===== src/rtl/mcu_pkg.sv =====
package mcu_pkg;

   localparam int UW_W  = 16;
   localparam int FLD_W = 8;

   typedef enum logic [1:0] {
      CLS_ALU = 2'b00,
      CLS_BRC = 2'b01,
      CLS_JMP = 2'b10,
      CLS_HLT = 2'b11
   } cls_e;

   typedef enum logic [1:0] {
      CND_ONE = 2'b00,
      CND_Z   = 2'b01,
      CND_C   = 2'b10,
      CND_N   = 2'b11
   } cnd_e;

   localparam logic [2:0] OP_PASS = 3'd0;
   localparam logic [2:0] OP_ADD  = 3'd1;
   localparam logic [2:0] OP_SUB  = 3'd2;
   localparam logic [2:0] OP_AND  = 3'd3;
   localparam logic [2:0] OP_OR   = 3'd4;
   localparam logic [2:0] OP_XOR  = 3'd5;

   typedef struct packed {
      cls_e             cls;
      cnd_e             cnd;
      logic [2:0]       op;
      logic             src_imm;
      logic [FLD_W-1:0] fld;
   } uword_t;

   typedef struct packed {
      logic n;
      logic c;
      logic z;
   } flags_t;

endpackage


===== src/rtl/mcu_ustore.sv =====
module mcu_ustore
   import mcu_pkg::*;
#(
   parameter int ADDR_W = 8
) (
   input  logic              clk,
   input  logic              we,
   input  logic [ADDR_W-1:0] waddr,
   input  logic [UW_W-1:0]   wdata,
   input  logic [ADDR_W-1:0] raddr,
   output logic [UW_W-1:0]   rdata
);
   localparam int DEPTH = 1 << ADDR_W;

   logic [UW_W-1:0] mem [DEPTH];

   always_ff @(posedge clk) begin
      if (we) mem[waddr] <= wdata;
   end

   assign rdata = mem[raddr];

endmodule


===== src/rtl/mcu_useq.sv =====
module mcu_useq
   import mcu_pkg::*;
#(
   parameter int ADDR_W = 8
) (
   input  logic              clk,
   input  logic              rst,
   input  logic              hold,
   input  cls_e              cls,
   input  cnd_e              cnd,
   input  logic [ADDR_W-1:0] target,
   input  flags_t            flags,
   output logic [ADDR_W-1:0] pc
);
   if (ADDR_W < 1 || ADDR_W > FLD_W) begin : g_bad_addr_w
      $error("mcu_useq: ADDR_W must lie in 1..FLD_W");
   end

   logic              cond_ok;
   logic [ADDR_W-1:0] pc_nxt;

   always_comb begin
      unique case (cnd)
         CND_ONE: cond_ok = 1'b1;
         CND_Z:   cond_ok = flags.z;
         CND_C:   cond_ok = flags.c;
         default: cond_ok = flags.n;
      endcase
   end

   always_comb begin
      unique case (cls)
         CLS_ALU: pc_nxt = pc + 1'b1;
         CLS_BRC: pc_nxt = cond_ok ? target : pc + 1'b1;
         CLS_JMP: pc_nxt = target;
         default: pc_nxt = pc;
      endcase
   end

   always_ff @(posedge clk) begin
      if (rst)        pc <= '0;
      else if (!hold) pc <= pc_nxt;
   end

   p_step_r2: assert property (@(posedge clk) disable iff (rst)
      (!hold && cls == CLS_ALU) |=> pc == ADDR_W'($past(pc) + 1'b1));
   p_jump_r4: assert property (@(posedge clk) disable iff (rst)
      (!hold && cls == CLS_JMP) |=> pc == $past(target));
   p_halt_r6: assert property (@(posedge clk) disable iff (rst)
      (!hold && cls == CLS_HLT) |=> $stable(pc));
   p_hold_r7: assert property (@(posedge clk) disable iff (rst)
      hold |=> $stable(pc));

endmodule


===== src/rtl/mcu_exec.sv =====
module mcu_exec
   import mcu_pkg::*;
#(
   parameter int DATA_W     = 8,
   parameter bit SUB_BORROW = 1'b1
) (
   input  logic              clk,
   input  logic              rst,
   input  logic              hold,
   input  cls_e              cls,
   input  logic [2:0]        op,
   input  logic              src_imm,
   input  logic [DATA_W-1:0] imm,
   input  logic [DATA_W-1:0] ext,
   output logic [DATA_W-1:0] acc,
   output flags_t            flags
);
   if (DATA_W < 1 || DATA_W > FLD_W) begin : g_bad_data_w
      $error("mcu_exec: DATA_W must lie in 1..FLD_W");
   end

   logic [DATA_W-1:0] opnd;
   logic [DATA_W:0]   sum;
   logic [DATA_W:0]   diff;
   logic [DATA_W-1:0] res;
   logic              sub_cy;
   logic              cy_upd;
   logic              cy_val;
   logic              do_alu;

   assign opnd   = src_imm ? imm : ext;
   assign sum    = {1'b0, acc} + {1'b0, opnd};
   assign diff   = {1'b0, acc} - {1'b0, opnd};
   assign do_alu = !hold && (cls == CLS_ALU);

   if (SUB_BORROW) begin : g_cy_borrow
      assign sub_cy = diff[DATA_W];
   end else begin : g_cy_notborrow
      assign sub_cy = ~diff[DATA_W];
   end

   always_comb begin
      cy_upd = 1'b0;
      cy_val = 1'b0;
      unique case (op)
         OP_ADD: begin res = sum[DATA_W-1:0];  cy_upd = 1'b1; cy_val = sum[DATA_W]; end
         OP_SUB: begin res = diff[DATA_W-1:0]; cy_upd = 1'b1; cy_val = sub_cy;     end
         OP_AND:  res = acc & opnd;
         OP_OR:   res = acc | opnd;
         OP_XOR:  res = acc ^ opnd;
         default: res = opnd;
      endcase
   end

   always_ff @(posedge clk) begin
      if (rst) begin
         acc   <= '0;
         flags <= '0;
      end else if (do_alu) begin
         acc     <= res;
         flags.z <= (res == '0);
         flags.n <= res[DATA_W-1];
         if (cy_upd) flags.c <= cy_val;
      end
   end

   p_keep_r5: assert property (@(posedge clk) disable iff (rst)
      (!hold && (cls == CLS_BRC || cls == CLS_JMP)) |=> ($stable(acc) && $stable(flags)));
   p_carry_r10: assert property (@(posedge clk) disable iff (rst)
      (do_alu && op != OP_ADD && op != OP_SUB) |=> $stable(flags.c));
   p_zero_r10: assert property (@(posedge clk) disable iff (rst)
      do_alu |=> (flags.z == (acc == '0)) && (flags.n == acc[DATA_W-1]));
   p_hold_r7: assert property (@(posedge clk) disable iff (rst)
      hold |=> ($stable(acc) && $stable(flags)));

endmodule


===== src/rtl/mcu_ctrl.sv =====
module mcu_ctrl
   import mcu_pkg::*;
#(
   parameter int ADDR_W     = 8,
   parameter int DATA_W     = 8,
   parameter bit SUB_BORROW = 1'b1
) (
   input  logic              clk,
   input  logic              rst,
   input  logic              ucode_we,
   input  logic [ADDR_W-1:0] ucode_addr,
   input  logic [UW_W-1:0]   ucode_data,
   input  logic [DATA_W-1:0] opnd_i,
   output logic [DATA_W-1:0] acc_o,
   output logic              zero_o,
   output logic              carry_o,
   output logic              neg_o,
   output logic [ADDR_W-1:0] upc_o
);
   logic [UW_W-1:0]   uw_raw;
   uword_t            uw;
   flags_t            flags;
   logic [ADDR_W-1:0] pc;

   assign uw = uword_t'(uw_raw);

   mcu_ustore #(.ADDR_W(ADDR_W)) u_store (
      .clk   (clk),
      .we    (ucode_we),
      .waddr (ucode_addr),
      .wdata (ucode_data),
      .raddr (pc),
      .rdata (uw_raw)
   );

   mcu_useq #(.ADDR_W(ADDR_W)) u_seq (
      .clk    (clk),
      .rst    (rst),
      .hold   (ucode_we),
      .cls    (uw.cls),
      .cnd    (uw.cnd),
      .target (uw.fld[ADDR_W-1:0]),
      .flags  (flags),
      .pc     (pc)
   );

   mcu_exec #(.DATA_W(DATA_W), .SUB_BORROW(SUB_BORROW)) u_exec (
      .clk     (clk),
      .rst     (rst),
      .hold    (ucode_we),
      .cls     (uw.cls),
      .op      (uw.op),
      .src_imm (uw.src_imm),
      .imm     (uw.fld[DATA_W-1:0]),
      .ext     (opnd_i),
      .acc     (acc_o),
      .flags   (flags)
   );

   assign zero_o  = flags.z;
   assign carry_o = flags.c;
   assign neg_o   = flags.n;
   assign upc_o   = pc;

endmodule


===== config.mk =====
export PLATFORM = sky130hd
export DESIGN_NAME = mcu_ctrl
export DESIGN_NICKNAME = d
export VERILOG_FILES = /design/src/rtl/mcu_pkg.sv /design/src/rtl/mcu_ustore.sv /design/src/rtl/mcu_useq.sv /design/src/rtl/mcu_exec.sv /design/src/rtl/mcu_ctrl.sv
export SDC_FILE = /design/constraint.sdc
export NUM_CORES = 2
export LEC_CHECK = 0
export BUFFER_PORTS_ARGS = -buffer_cell sky130_fd_sc_hd__buf_2
export CORE_ASPECT_RATIO = 0.5
export CORE_MARGIN = 4
export CORE_UTILIZATION = 55
export DETAILED_ROUTE_END_ITERATION = 8
export GPL_ROUTABILITY_DRIVEN = 1
export MAX_ROUTING_LAYER = met4
export PLACE_DENSITY = 0.71
export SYNTH_ARGS = -nofsm -noshare
export SYNTH_HDL_FRONTEND = slang
export SYNTH_SLANG_ARGS = --single-unit

===== constraint.sdc =====
create_clock -name clk -period 12.1 [get_ports clk]
set_clock_uncertainty 0.2 [all_clocks]
set_input_delay 0 -clock clk [delete_from_list [all_inputs] [get_ports clk]]
set_output_delay 0 -clock clk [all_outputs]
set_load 0.01 [all_outputs]

==> impl_metrics.tcl <==
set metrics [dict create \
    grt_pass1_wl_um 600000 \
    clockBufferDepth 4 \
    drv_slew 1 \
    cp-end-kind "flip-flop" \
    tns_ns 0 \
    synth_edf_count 4096 \
    whs_ns 0.0451 \
    setup_violations 0 \
    cts_buffers 354 \
    synth_cells 6834 \
    synth_common_cells "edfxtp_1 (4096), mux4_2 (1216), nor2_1 (307)" \
    yosysSeqAreaShare_pct 77.2 \
    final_nets 7346 \
    ys_seq_elements 4122 \
    relSlewSlack_pct -9.82 \
    first_pass_iters 7 \
    final_layout_size_suffix_gt1_share_pct 30.8 \
    max-cap-violations 0 \
    synth_area_per_cell_um2 23.4 \
    num_vias 78600 \
    root_buffer "clkbuf_16" \
    antenna_found_initial 26 \
    peakVddDrop_mv 0.176 \
    start_util_pct 55.5 \
    first_global_vias 76200 \
    netlist_area_um2 160000 \
    post-synth-top-area-cell "edfxtp_1" \
    cp_slowest_stage_delay_ns 1.01 \
    yosysTopAreaCellShare_pct 76.9 \
    gr-total-overflow 0 \
    fmax_mhz 104 \
    drc 0 \
    worst-path-max-fanout 54 \
    htreeDepth 5 \
    io_pins 54 \
    clkLatencyLatePin_ns 0.93 \
    routed_wl_um 427000 \
    hold_path_depth 2 \
    fin_ws_ns 2.53 \
    cts_tree "built" \
    fp.dieW_um 771 \
    areaGrowthSynthToFinish_pct 11.5 \
    synth_warnings 0 \
    yosysMostFrequentCell "edfxtp_1" \
    async_reset_ff_share_pct 0 \
    cts_sinks 4122 \
    rows 139 \
    place_congestion 0.925 \
    power_density_nw_per_um2 201 \
    hold_violations 0 \
    r2r_cells 23 \
    leakagePower_nw 54.3 \
    place_ws_ns 4.20 \
    rsz0062_at_grt "false" \
    fin_crit_ns 9.57 \
    clk_pin_slew_worst_paths_ns 0.06 \
    worst_pin_slew_ns 1.65 \
    wire_per_inst_um 37.2 \
    grt_use_total_pct 29.4 \
    dpl.hpwl_um 247000 \
    arrival_ns 10.20 \
    crit_required_ns 12.73 \
    slowest_stage "dfxtp_4" \
    worstPathCellList "buf_4 > buf_4 > mux4_2 > mux4_2 > nand2_1 > nand4_1 > a41o_1 > mux2i_1 > inv_1 > ha_1 > fa_1 > a21oi_1 > nor2_1 > nor2_1 > nand2_1 > mux2i_1 > o21ai_0 > a32oi_1 > dlygate4sd3_1 > nand2_1 > dlygate4sd3_1 > a21oi_1 > dlygate4sd3_1" \
    ys.flop_type "edfxtp_1" \
    violations "max-slew violations" \
    critPathLaunchType "flip-flop" \
    path_depth 23 \
    fin_crit_sh_pct 79.1 \
    dieArea_um2 300000 \
    hold_class "input pin to flip-flop" \
    critPathBufInv 6 \
    path_class "flip-flop to flip-flop" \
    postRouteAntennaNets 0 \
    io_buffers 53 \
    synth_fp_nets 6902 \
    core_area_um2 288000 \
    post_cts_buffers 0 \
    grt_max_degree 162 \
    die_h_um 389 \
    synthTopCellsByArea "edfxtp_1 (77%), mux4_2 (17%), mux2i_1 (0.92%)" \
    run_status "finished with violations" \
    ys_types 76 \
    cpLargestDelayFamily "buffers and inverters" \
    drt_iter0_markers 14300 \
    viasPerCell 6.85 \
]
## registers in the layout, indices dropped and copies added (netlist names), named ones only
register / flops
u_exec.acc: 8
u_exec.flags: 2
u_store.mem: 4096
u_seq.pc: 8
## metal layers
metal  vias to the layer above  track usage [%]  routed length (um)
met3                       739             9.48               64300
met1                     41700             43.0              161000
met4                         0             7.63               12400
met2                      6007             40.7              189000
li1                      30100                -                   -
met5                         -                -                   0
## cell families (layout without fill, tap and decap cells)
family                   count (synthesis)  after routing  synth area share (%)
other                                    0             41                     0
AO/OA/AOI/OAI                          265            265                  1.18
XOR/XNOR                                 9              9                0.0493
adder cells (fa/ha/maj)                 33             33                 0.268
buffers and inverters                  421           1143                  1.37
flip-flops                            4122           4122                  77.2
AND/OR/NAND/NOR                        596            596                  1.67
multiplexers                          1388           1388                  18.2
## layout by cell type, fill, tap and decap left out, types with 11 or more instances in the layout
| cell type | n |
|---|---|
| a21oi_1 | 42 |
| nor3_1 | 11 |
| nand3_1 | 41 |
| inv_6 | 11 |
| ha_1 | 31 |
| clkinvlp_4 | 13 |
| diode_2 | 41 |
| nand2_1 | 111 |
| buf_4 | 354 |
| dlygate4sd3_1 | 53 |
| dfxtp_1 | 19 |
| and2_1 | 11 |
| a22oi_1 | 43 |
| clkinv_2 | 64 |
| nand4_1 | 16 |
| clkbuf_8 | 16 |
| a211oi_1 | 17 |
| mux4_2 | 1216 |
| bufinv_16 | 30 |
| nor2_1 | 163 |
| clkbuf_1 | 66 |
| or2_2 | 11 |
| nor2b_1 | 29 |
| clkinv_1 | 86 |
| nor2_4 | 25 |
| mux2_2 | 24 |
| inv_1 | 34 |
| a221oi_1 | 26 |
| edfxtp_1 | 4096 |
| mux2i_1 | 147 |
| buf_2 | 38 |
| o21ai_0 | 37 |
| nor2_2 | 119 |
| nand2b_1 | 13 |
| clkbuf_16 | 359 |
## path summary, 6_finish.rpt
| path | start | to | slack [ns] |
|---|---|---|---|
| worst max-delay path | flip-flop | u_exec.acc[4] | 2.53 |
| worst min-delay path | ucode_data[6] | u_store.mem[223][6] | 0.05 |
| worst max register to register | flip-flop | u_exec.acc[4] | 2.53 |
| worst min register to register | u_exec.acc[3] | u_exec.acc[3] | 0.38 |
## cell type report
cell class / count / area, um2
clock inverter: 209 / 1840
sequential: 4122 / 124000
tap: 3877 / 4850
fill: 19000 / 110000
timing repair buffer: 470 / 3780
inverter: 39 / 155
clock buffer: 425 / 9230
multi-input combinational: 2291 / 34700
antenna: 41 / 103
## power by group
part	switching (mW)	internal, mW
Clock	5.07	6.09
Sequential	0.149	15.7
Combinational	5.18	3.62
Total	10.4	25.5
## per-stage QoR
step           instances  total power, mW  instance area, um2  util, %
4_1_cts            11400             35.8              178000     61.8
3_3_place_gp       10700             24.7              167000     57.8
6_report           11500             35.9              178000     61.9
3_5_place_dp       10700             24.8              167000     57.8
2_1_floorplan       6834             21.6              160000        -
5_1_grt            11500             36.9              178000     61.8
## what timing repair did
| item | in CTS | in global routing |
|---|---|---|
| endpoints found under the hold margin | 3000 | 0 |
| hold buffers | 53 | 0 |
| resized for setup | 0 | 0 |
(Power assumes the default switching activity.)
